`src/rtl/march_pkg.sv`:
```
package march_pkg;

  typedef enum logic [1:0] {
    ST_IDLE = 2'd0,
    ST_RUN  = 2'd1,
    ST_CHK  = 2'd2,
    ST_FIN  = 2'd3
  } st_e;

  typedef struct packed {
    logic is_wr;
    logic val;
    logic last_step;
  } op_t;

  localparam logic [1:0] ELEM_LAST = 2'd3;
  localparam logic [1:0] ELEM_DOWN = 2'd2;

  function automatic op_t decode_op(input logic [1:0] elem, input logic [1:0] step);
    op_t o;
    o = '{is_wr: 1'b0, val: 1'b0, last_step: 1'b1};
    case (elem)
      2'd0: o = '{is_wr: 1'b1, val: 1'b0, last_step: 1'b1};
      2'd1: begin
        o.is_wr     = (step == 2'd1);
        o.val       = (step != 2'd0);
        o.last_step = (step == 2'd2);
      end
      2'd2: begin
        o.is_wr     = (step == 2'd1);
        o.val       = (step == 2'd0);
        o.last_step = (step == 2'd2);
      end
      default: o = '{is_wr: 1'b0, val: 1'b0, last_step: 1'b1};
    endcase
    return o;
  endfunction

endpackage

```
`src/rtl/march_addr_gen.sv`:
```
module march_addr_gen #(
  parameter int ADDR_W = 8
) (
  input  logic              clk,
  input  logic              rst_n,
  input  logic              load,
  input  logic              load_hi,
  input  logic              adv,
  input  logic              down,
  output logic [ADDR_W-1:0] addr,
  output logic              at_end
);
  localparam logic [ADDR_W-1:0] ADDR_MAX = {ADDR_W{1'b1}};

  always_ff @(posedge clk) begin
    if (!rst_n)       addr <= '0;
    else if (load)    addr <= load_hi ? ADDR_MAX : '0;
    else if (adv)     addr <= down ? addr - 1'b1 : addr + 1'b1;
  end

  assign at_end = down ? (addr == '0) : (addr == ADDR_MAX);
endmodule

```
`src/rtl/march_seq.sv`:
```
module march_seq
  import march_pkg::*;
(
  input  logic       clk,
  input  logic       rst_n,
  input  logic       start,
  input  logic       at_end,
  output st_e        state,
  output logic [1:0] elem,
  output op_t        op,
  output logic       accept,
  output logic       load,
  output logic       load_hi,
  output logic       adv,
  output logic       down
);
  logic [1:0] step;
  logic       elem_end;

  always_comb begin
    op       = decode_op(elem, step);
    accept   = start && (state == ST_IDLE || state == ST_FIN);
    down     = (elem == ELEM_DOWN);
    elem_end = (state == ST_RUN) && op.last_step && at_end;
    load     = 1'b0;
    load_hi  = 1'b0;
    adv      = 1'b0;
    if (accept) begin
      load = 1'b1;
    end else if (state == ST_RUN && op.last_step) begin
      if (at_end) begin
        load    = (elem != ELEM_LAST);
        load_hi = (elem == ELEM_DOWN - 2'd1);
      end else begin
        adv = 1'b1;
      end
    end
  end

  always_ff @(posedge clk) begin
    if (!rst_n) begin
      state <= ST_IDLE;
      elem  <= '0;
      step  <= '0;
    end else if (accept) begin
      state <= ST_RUN;
      elem  <= '0;
      step  <= '0;
    end else begin
      case (state)
        ST_RUN: begin
          step <= op.last_step ? 2'd0 : step + 2'd1;
          if (elem_end) begin
            if (elem == ELEM_LAST) state <= ST_CHK;
            else                   elem  <= elem + 2'd1;
          end
        end
        ST_CHK:  state <= ST_FIN;
        ST_FIN:  state <= ST_IDLE;
        default: state <= ST_IDLE;
      endcase
    end
  end
endmodule

```
`src/rtl/march_resp.sv`:
```
module march_resp #(
  parameter int ADDR_W = 8,
  parameter int DATA_W = 18
) (
  input  logic              clk,
  input  logic              rst_n,
  input  logic              clr,
  input  logic              rd_issue,
  input  logic              exp_val,
  input  logic [ADDR_W-1:0] addr,
  input  logic [1:0]        elem,
  input  logic [DATA_W-1:0] ram_rdata,
  output logic              fail,
  output logic [ADDR_W-1:0] fail_addr,
  output logic [1:0]        fail_elem
);
  logic              chk_vld;
  logic              chk_val;
  logic [ADDR_W-1:0] chk_addr;
  logic [1:0]        chk_elem;
  logic              mism;

  always_ff @(posedge clk) begin
    if (!rst_n) begin
      chk_vld  <= 1'b0;
      chk_val  <= 1'b0;
      chk_addr <= '0;
      chk_elem <= '0;
    end else begin
      chk_vld  <= rd_issue;
      chk_val  <= exp_val;
      chk_addr <= addr;
      chk_elem <= elem;
    end
  end

  assign mism = chk_vld && (ram_rdata != {DATA_W{chk_val}});

  always_ff @(posedge clk) begin
    if (!rst_n || clr) begin
      fail      <= 1'b0;
      fail_addr <= '0;
      fail_elem <= '0;
    end else if (mism && !fail) begin
      fail      <= 1'b1;
      fail_addr <= chk_addr;
      fail_elem <= chk_elem;
    end
  end
endmodule

```
`src/rtl/march_y_bist.sv`:
```
module march_y_bist
  import march_pkg::*;
#(
  parameter int ADDR_W = 8,
  parameter int DATA_W = 18
) (
  input  logic              clk,
  input  logic              rst_n,
  input  logic              start,
  output logic [ADDR_W-1:0] ram_addr,
  output logic [DATA_W-1:0] ram_wdata,
  output logic              ram_we,
  input  logic [DATA_W-1:0] ram_rdata,
  output logic              busy,
  output logic              done,
  output logic              fail,
  output logic [ADDR_W-1:0] fail_addr,
  output logic [1:0]        fail_elem
);
  st_e        state;
  logic [1:0] elem;
  op_t        op;
  logic       accept, load, load_hi, adv, down, at_end;
  logic       running;

  march_seq u_seq (
    .clk(clk), .rst_n(rst_n), .start(start), .at_end(at_end),
    .state(state), .elem(elem), .op(op), .accept(accept),
    .load(load), .load_hi(load_hi), .adv(adv), .down(down)
  );

  march_addr_gen #(.ADDR_W(ADDR_W)) u_addr (
    .clk(clk), .rst_n(rst_n), .load(load), .load_hi(load_hi),
    .adv(adv), .down(down), .addr(ram_addr), .at_end(at_end)
  );

  assign running   = (state == ST_RUN);
  assign ram_we    = running && op.is_wr;
  assign ram_wdata = {DATA_W{op.val}};
  assign busy      = running || (state == ST_CHK);
  assign done      = (state == ST_FIN);

  march_resp #(.ADDR_W(ADDR_W), .DATA_W(DATA_W)) u_resp (
    .clk(clk), .rst_n(rst_n), .clr(accept),
    .rd_issue(running && !op.is_wr), .exp_val(op.val),
    .addr(ram_addr), .elem(elem), .ram_rdata(ram_rdata),
    .fail(fail), .fail_addr(fail_addr), .fail_elem(fail_elem)
  );
endmodule

```
`config.mk`:
```
export PLATFORM = sky130hd
export DESIGN_NAME = march_y_bist
export DESIGN_NICKNAME = d
export VERILOG_FILES = /design/src/rtl/march_pkg.sv /design/src/rtl/march_addr_gen.sv /design/src/rtl/march_seq.sv /design/src/rtl/march_resp.sv /design/src/rtl/march_y_bist.sv
export SDC_FILE = /design/constraint.sdc
export NUM_CORES = 1
export LEC_CHECK = 0
export ABC_CLOCK_PERIOD_IN_PS = 3000
export BUFFER_PORTS_ARGS = -buffer_cell sky130_fd_sc_hd__buf_4
export CAP_MARGIN = 30
export CORE_MARGIN = 2
export CORE_UTILIZATION = 35
export CTS_BUF_LIST = sky130_fd_sc_hd__clkbuf_16
export DETAILED_ROUTE_END_ITERATION = 7
export PLACE_DENSITY_LB_ADDON = 0.1
export SLEW_MARGIN = 15
export SYNTH_ARGS = -nofsm -noshare
export SYNTH_HDL_FRONTEND = slang
export SYNTH_SLANG_ARGS = --single-unit
```
`constraint.sdc`:
```
create_clock -name clk -period 3 [get_ports clk]
set_input_delay 0.15 -clock clk [delete_from_list [all_inputs] [get_ports clk]]
set_output_delay 0.15 -clock clk [all_outputs]
set_load 0.05 [all_outputs]
```
# Word level (Yosys, flattened, before mapping)
# Index checks and enable logic that the tools add are counted.
word_totals:
  ff_bits: 37
  word_cells: 76
op_classes:
  n_addsub: 4
  n_eq_ne: 15
  mux: 20
  bitwise_logic: 2
  reduce_logical: 23
op_table:
  columns: ["cell", "n"]
  rows:
  - ["two-way mux 8 bit", 4]
  - ["inequality test 18 bit", 1]
  - ["two-way mux 1 bit", 11]
  - ["== test 2 bit (second input constant)", 5]
  - ["case mux 3 bit (3 select lines)", 1]
  - ["adder 8 x 1 -> 8 bit (second input constant)", 1]
  - ["== test 8 bit (second input constant)", 1]
  - ["logical NOT 8 bit", 1]
  - ["subtractor 8 x 1 -> 8 bit (second input constant)", 1]
  - ["logical AND 1 bit", 7]
  - ["== test 2 x 1 -> 1 bit (second input constant)", 3]
  - ["logical NOT 2 bit", 3]
  - ["two-way mux 2 bit", 3]
  - ["inequality test 3 x 1 -> 1 bit (second input constant)", 2]
  - ["adder 2 x 1 -> 2 bit (second input constant)", 2]
  - ["inequality test 2 x 1 -> 1 bit (second input constant)", 2]
  - ["case mux 2 bit (2 select lines)", 1]
  - ["AND reduction 2 bit", 2]
  - ["nonzero test 2 bit", 2]
  - ["logical NOT 1 bit", 3]
  - ["logical OR 1 bit", 3]
  - ["AND reduction 3 bit", 1]
  - ["inequality test 2 bit (second input constant)", 1]
  - ["inverter 1 bit", 2]
  - ["OR reduction 2 bit", 1]

# Depth between registers and ports, before layout
# Gate-level depths: netlist of the first run.
depth:
  word_depth: 7
  mapped_depth: 11
  depth_no_buf: 9

# By module
# A second synthesis of the first run with hierarchy kept.
unflattened:
  cells_unflattened: 250
  hier_area_um2: 2119.5
by_module_without_submodules:
  columns: ["module", "n_inst", "cells_per_inst", "area_each_um2"]
  rows:
  - ["march_resp", 1, 89, 850.8]
  - ["march_addr_gen", 1, 78, 614.3]
  - ["march_seq", 1, 60, 478.0]
  - ["march_y_bist", 1, 23, 176.4]

# Least setup slack after synthesis of the first run
# No wires, ideal clock.
synth_path:
  path_type: "register to register"
  startpoint: "register u_seq.elem[0]"
  endpoint: "register u_addr.addr[6]"
  arrival_ps: 2393
  t_required_ps: 2874
  path_slack_ps: 480
  stages_incl_launch_ff: 12
  synth_period_minus_slack_ps: 2520
  path_cell_list: "dfxtp_1 inv_1 ha_1 buf_6 clkbuf_1 xor2_1 ha_1 o22ai_1 or3_1 o211ai_1 a31o_2 a21oi_1"
synth_between:
  elab_chain_len: 7
  elab_cells_between_ends: 21
  cone_classes: "eq/ne: 3; mux: 15; reduce/logical: 3"
synth_lines:
  columns: ["element", "line_no", "source"]
  rows:
  - ["start, declared", "march_seq.sv:9", "output logic [1:0] elem,"]
  - ["start signal, assigned", "march_seq.sv:55", "else elem <= elem + 2'd1;"]
  - ["== test 2 bit (tied with other cells)", "march_pkg.sv:22, march_seq.sv:23", null]
  - ["case mux 3 bit (3 select lines) or two-way mux 1 bit (tied branches)", "march_pkg.sv:22, march_addr_gen.sv:21", null]
  - ["logical AND 1 bit or two-way mux 1 bit (tied branches)", "march_seq.sv:30, march_seq.sv:31", null]
  - ["two-way mux 1 bit", "march_seq.sv:30", "end else if (state == ST_RUN && op.last_step) begin"]
  - ["two-way mux 1 bit", "march_seq.sv:28", "if (accept) begin"]
  - ["two-way mux 8 bit (2 in series)", "march_addr_gen.sv:17", "else if (load) addr <= load_hi ? ADDR_MAX : '0;"]
  - ["end signal, assigned", "march_addr_gen.sv:17", null]
  - ["end signal, assigned", "march_addr_gen.sv:18", "else if (adv) addr <= down ? addr - 1'b1 : addr + 1'b1;"]
  - ["end, declared", "march_addr_gen.sv:10", "output logic [ADDR_W-1:0] addr,"]
# Several ways; a longest one is shown, not always the timed one. The select of a mux whose other input is x is not followed.
# A chain may end at the register's enable or synchronous reset.

# Final worst setup path of the first run
layout_path:
  startpoint: "register u_seq.elem[0]"
  endpoint: "register u_addr.addr[1]"
# The elaborated chain is that of the path after synthesis.

==> flow_summary_export.csv, run 1 <==
group,metric,value,unit
setup_path,startpoint,"u_seq.elem[0]$_SDFFE_PP0P_",
timing,post-route-period-util,81.5,%
global_route,grt_pass1_wl,8180,µm
logic_synthesis,async_flop_share,0,%
logic_synthesis,synthCells,262,
layout,mostFrequentLayoutCell,"buf_4",
setup_path,criticalPathCategory,"reg -> reg",
floorplan,die_h,85.1,µm
setup_path,r2r_setup_slack,0.56,ns
logic_synthesis,yosys_warnings,0,
layout,fin_nets,334,
logic_synthesis,muxShareOfSynthArea,6.36,%
logic_synthesis,syn_area_per_cell,8.78,µm²
timing,finClkSkew,0.00602,ns
logic_synthesis,synth_cell_types,62,
setup_path,r2r-start,"u_seq.elem[0]$_SDFFE_PP0P_",
floorplan,fp.dieW,85.1,µm
timing,timing_hold_violations_final,0,
setup_path,cp-end-kind,"register",
setup_path,start_kind,"register",
setup_path,r2r_end,"u_addr.addr[1]$_SDFFE_PN0P_",
global_route,track_usage,13.6,%
setup_path,crit_path_end,"u_addr.addr[1]$_SDFFE_PN0P_",
clocking,cts_inserted_buffers,5,
min_path,hold_path_class,"in -> reg",
floorplan,placeableCoreArea,6350,µm²
layout,n_fill_cell,634,
placed_design,post-dp-hpwl,3680,µm
route,viasPerCell,4.97,
power,power_density,655,nW/µm²
logic_synthesis,synth_top_family_by_area,"simple AND/OR/NAND/NOR gates",
power,total_power,1.84,mW
timing,max_freq,409,MHz
route,vias,1878,
placed_design,io_buffers,60,
logic_synthesis,synth_enable_flop_cells,0,
logic_synthesis,synthAdderAreaFrac,7.07,%
clocking,cts_max_level,2,
layout,layout-drive-gt1-share,27.6,%
route,drt-initial-drc-count,101,
logic_synthesis,synth_top_area_share,32.2,%
clocking,clockRootBuffer,"clkbuf_16",
logic_synthesis,synth-simple-area-share,19.2,%
floorplan,start_util,36.2,%
floorplan,dieArea,7240,µm²
flow_run,maxCapViolations,0,
route,drc,0,
floorplan,io_pins,61,
setup_path,worst_ep_required_time,3.14,ns
layout,final_cell_mix,"buf_4 (63), dfxtp_1 (37), nor2_1 (20), inv_1 (19), a21oi_1 (18)",
setup_path,cp_max_fo,12,
route,first_pass_iters,4,
timing,tns,0,ns
logic_synthesis,yosys.area.top_type,"dfxtp_1",
logic_synthesis,yosys_register_bits,37,
timing,rsz0062_at_grt,"false",
layout,antenna_cells,0,
clocking,cts_sinks,37,
logic_synthesis,synth_compound_area_share,18.4,%
route,post_drt_wl_per_cell,12.8,µm
clocking,insertion_delay,0.27,ns
route,routed_wl,4840,µm
logic_synthesis,synthXorXnorAreaFrac,4.19,%
timing,fin_crit,2.44,ns
clocking,hold_buffers,0,
clocking,ctsResizeCount,0,
global_route,grt_antenna_before_repair,0,
timing,slew_viol_final,0,
logic_synthesis,yosys-top-cells-area,"dfxtp_1 (32%), ha_1 (7.1%), buf_4 (6.5%), mux2i_1 (5.2%), a21oi_1 (3.9%)",
setup_path,arrival,2.59,ns
power,ir_drop,0.415,mV
logic_synthesis,ys.flop_type,"dfxtp_1",
global_route,grt.overflow.total,0,
global_route,grt_pass1_vias,1695,
timing,maxSlewHeadroom,58.1,%
logic_synthesis,yosysSeqAreaShare,32.2,%
power,p_leak,1.32,nW
global_route,grt_max_degree,20,
timing,tightest_slew,0.626,ns
logic_synthesis,post_synth_instance_area,2300,µm²
floorplan,rows,29,
clocking,clockBufferDepth,2,
timing,setup_violations,0,
placed_design,gp_congestion,0.772,
clocking,cts_tree,"yes",
clocking,post_cts_buffers,0,
outcome,status,"completed",
clocking,clkTransAtPathRegs,0.06,ns
logic_synthesis,syn_nets,296,
route,ant_nets,0,
layout,layout-area-overhead-vs-synth,22.3,%
setup_path,reg2regPathDepth,8,
## state kept, by name (all words and copies together) (netlist names)
register / flops
u_addr.addr: 8
u_resp.chk_addr: 8
u_resp.fail_addr: 8
u_resp.chk_elem: 2
u_resp.fail_elem: 2
u_seq.elem: 2
u_seq.state: 2
u_seq.step: 2
u_resp.chk_val: 1
u_resp.chk_vld: 1
u_resp.fail: 1
## power by group
part | internal (mW) | switching (mW)
combinational | 0.225 | 0.382
sequential | 0.553 | 0.119
clock | 0.385 | 0.180
total | 1.16 | 0.681
## through the flow
stage                     util (%)  setup WS (ns)  hold slack (ns)  area (µm²)  cells
final                         44.3          0.555            0.222        2820    378
after detailed placement      41.8          0.541            0.452        2650    370
after global placement        41.8          0.607            0.440        2650    370
after global routing          44.3          0.282            0.225        2820    378
after floorplan                  -          0.480            0.351        2300    262
after CTS                     44.3          0.526            0.222        2820    378
## cell families after synthesis
logic type               count (synthesis)
AO/OA/AOI/OAI                           57
XOR/XNOR                                11
adder cells (fa/ha/maj)                 13
buffers and inverters                   51
flip-flops                              37
multiplexers                            14
AND/OR/NAND/NOR                         79
## cells in the mapped netlist (3+ instances only)
| cell type | instances |
|---|---|
| dfxtp_1 | 37 |
| buf_4 | 20 |
| nor2_1 | 20 |
| a21oi_1 | 18 |
| inv_1 | 18 |
| ha_1 | 13 |
| nand2_1 | 13 |
| mux2i_1 | 12 |
| and2_1 | 8 |
| nor3_1 | 7 |
| clkbuf_1 | 6 |
| nor4_1 | 6 |
| xor2_1 | 6 |
| o21ai_0 | 5 |
| xnor2_1 | 5 |
| nand3_1 | 4 |
| a22oi_1 | 3 |
| buf_2 | 3 |
| nand4_1 | 3 |
| o21ai_1 | 3 |
| o22ai_1 | 3 |
## cell type report
class / count / area (µm²) / area share (%)
clock buffer: 5 / 125 / 4.44
clock inverter: 3 / 37.5 / 1.33
inverter: 19 / 71.3 / 2.53
multi-input combinational: 174 / 1270 / 45.2
sequential: 37 / 741 / 26.3
tap: 77 / 96.3 / 3.42
timing repair buffer: 63 / 473 / 16.8
## layer usage
metal | GRT usage [%] | vias to the layer above | part of all wire, % | wire (µm)
met1 | 19.5 | 847 | 49 | 2360
met2 | 20.7 | 47 | 46 | 2220
met3 | 3.21 | 6 | 4.7 | 226
met5 | 0 | - | 0 | 0
li1 | - | 978 | - | -
met4 | 3.03 | 0 | 0.83 | 40
## critical path: stages, from the launching register on
cell	delay, ns
dfxtp_1	0.36
inv_1	0.12
ha_1	0.43
nor4b_4	0.33
nand3_1	0.26
a211oi_4	0.43
nor2_1	0.15
a21oi_1	0.17
a21oi_1	0.05
## worst min-delay path by stage
stage,start,end,depth (start not counted)
2_1_floorplan,start,u_seq.state[0]$_SDFFE_PN0P_,2
3_3_place_gp,u_resp.chk_addr[6]$_SDFF_PN0_,u_resp.fail_addr[6]$_SDFFE_PP0P_,2
3_5_place_dp,u_resp.chk_addr[3]$_SDFF_PN0_,u_resp.fail_addr[3]$_SDFFE_PP0P_,2
4_1_cts,rst_n,u_addr.addr[5]$_SDFFE_PN0P_,2
5_1_grt,rst_n,u_addr.addr[5]$_SDFFE_PN0P_,2
6_report,rst_n,u_addr.addr[5]$_SDFFE_PN0P_,2
Power figures use the tool's default switching activity.
==> inputs of run 2 (changes only) <==
- ABC_CLOCK_PERIOD_IN_PS: 3000 -> 2100
- clock period: 3 -> 2.1 ns (I/O delays scaled with it)
==> flow_summary_export.csv, run 2 (synthesis results as in run 1) <==
group,metric,value,unit
placed_design,postPlaceCellArea,2840,µm²
route,first_pass_iters,4,
setup_path,arrival,2.25,ns
placed_design,io_buffers,60,
timing,hold_ws,0.168,ns
timing,finClkSkew,0.00315,ns
floorplan,fp.dieW,85.1,µm
setup_path,cp_num_buf_inv,2,
floorplan,placeableCoreArea,6350,µm²
setup_path,cp-end-kind,"register",
timing,setup_violations,0,
timing,timing_hold_violations_final,0,
timing,finalWorstSetupSlack,0.0592,ns
global_route,grt_pass1_vias,1831,
setup_path,startpoint,"u_seq.elem[0]$_SDFFE_PP0P_",
min_path,hold_path_class,"in -> reg",
setup_path,r2r-start,"u_seq.elem[0]$_SDFFE_PP0P_",
layout,final_cell_mix,"buf_4 (86), dfxtp_1 (32), nor2_1 (20), inv_1 (17), a21oi_1 (17)",
layout,finish.instance_area,3050,µm²
placed_design,post-dp-hpwl,4160,µm
setup_path,cp_max_fo,10,
setup_path,r2r_setup_slack,0.06,ns
layout,antenna_cells,0,
timing,tightest_slew,0.454,ns
setup_path,path_cells,"inv_4 -> ha_4 -> buf_4 -> nand4b_1 -> o211ai_2 -> nand2_1 -> mux2_4 -> o41a_1 -> o22ai_1",
layout,mostFrequentLayoutCell,"buf_4",
clocking,clockBufferDepth,2,
min_path,hold_depth,2,
clocking,cts_sinks,37,
floorplan,die_h,85.1,µm
placed_design,pre_cts_slack,0.0395,ns
placed_design,gp_congestion,0.824,
outcome,status,"completed",
floorplan,io_pins,61,
global_route,track_usage,14.9,%
global_route,grt_max_degree,20,
timing,rsz0062_at_grt,"true",
layout,largestRegisters,"u_addr.addr (8), u_resp.chk_addr (8), u_resp.fail_addr (8)",
floorplan,dieArea,7240,µm²
setup_path,start_kind,"register",
timing,max_freq,490,MHz
power,power_density,876,nW/µm²
layout,regArea,749,µm²
layout,n_fill_cell,617,
setup_path,worst_ep_required_time,2.31,ns
layout,layout-area-overhead-vs-synth,32.4,%
clocking,insertion_delay,0.28,ns
layout,stdcell_count,402,
timing,maxSlewHeadroom,69.7,%
min_path,min_to,"u_addr.addr[5]$_SDFFE_PN0P_",
global_route,grt_pass1_wl,8810,µm
layout,multi_input_area,1330,µm²
layout,layout-drive-gt1-share,37.8,%
timing,post-route-period-util,97.2,%
min_path,min_from,"rst_n",
setup_path,slowest_delay,0.37,ns
clocking,clkTransAtPathRegs,0.06,ns
setup_path,r2r_end,"u_addr.addr[7]$_SDFFE_PN0P_",
timing,fin_crit,2.04,ns
power,ir_drop,0.495,mV
floorplan,start_util,36.2,%
placed_design,placed_cells,391,
timing,tns,0,ns
global_route,grt_antenna_before_repair,0,
timing,slew_viol_final,0,
route,post_drt_wl_per_cell,13.4,µm
global_route,grt.overflow.total,0,
route,drc,0,
route,drt-initial-drc-count,73,
route,viasPerCell,4.95,
flow_run,maxCapViolations,0,
setup_path,reg2regPathDepth,9,
setup_path,criticalPathCategory,"reg -> reg",
clocking,cts_inserted_buffers,5,
power,p_leak,1.45,nW
layout,fin_nets,358,
clocking,clockRootBuffer,"clkbuf_16",
clocking,cts_max_level,2,
route,routed_wl,5370,µm
clocking,cts_tree,"yes",
setup_path,crit_slowest_cell,"dfxtp_4",
floorplan,rows,29,
route,vias,1989,
route,ant_nets,0,
setup_path,critPathTopFamily,"compound AO/OA/AOI/OAI gates",
==> run 2: routing by layer <==
| metal | vias up | part of all wire (%) | track usage, % |
|---|---|---|---|
| li1 | 1026 | - | - |
| met1 | 914 | 48 | 20.5 |
| met2 | 43 | 46 | 23.5 |
| met3 | 6 | 4.8 | 3.50 |
| met4 | 0 | 1.1 | 4.18 |
| met5 | - | 0 | 0 |
==> run 2: worst max path at each step <==
stage               cells after the start                          end
floorplan                              11  u_addr.addr[6]$_SDFFE_PN0P_
global placement                       10   u_seq.elem[1]$_SDFFE_PP0P_
detailed placement                      9  u_addr.addr[6]$_SDFFE_PN0P_
CTS                                     9  u_addr.addr[5]$_SDFFE_PN0P_
global route                            9  u_addr.addr[7]$_SDFFE_PN0P_
finish                                  9  u_addr.addr[7]$_SDFFE_PN0P_
==> run 2: power breakdown <==
group	internal [mW]	total, mW	leakage [nW]	switching, mW
clock network	0.435	0.723	0.0712	0.288
logic	0.392	0.999	1.08	0.608
registers	0.794	0.946	0.303	0.152
total	1.62	2.67	1.45	1.05
==> run 2: what timing repair did <==
action,in CTS,in global routing
setup buffers,0,3
hold buffers,0,0
resized for setup,0,7
endpoints found under the setup margin,0,8
==> run 2: layout make-up <==
type	instances	share of cell area, %
Multi-Input combinational cell	174	43.5
Sequential cell	37	24.6
Inverter	19	2.42
Tap cell	77	3.16
Timing Repair Buffer	87	21.6
Clock buffer	5	4.11
Clock inverter	3	0.575
==> run 2: metrics by stage <==
step,util (%),power (mW)
after global routing,48.0,2.81
after floorplan,-,1.59
final,48.0,2.67
after CTS,47.0,2.65
after global placement,44.8,1.93
after detailed placement,44.8,1.92
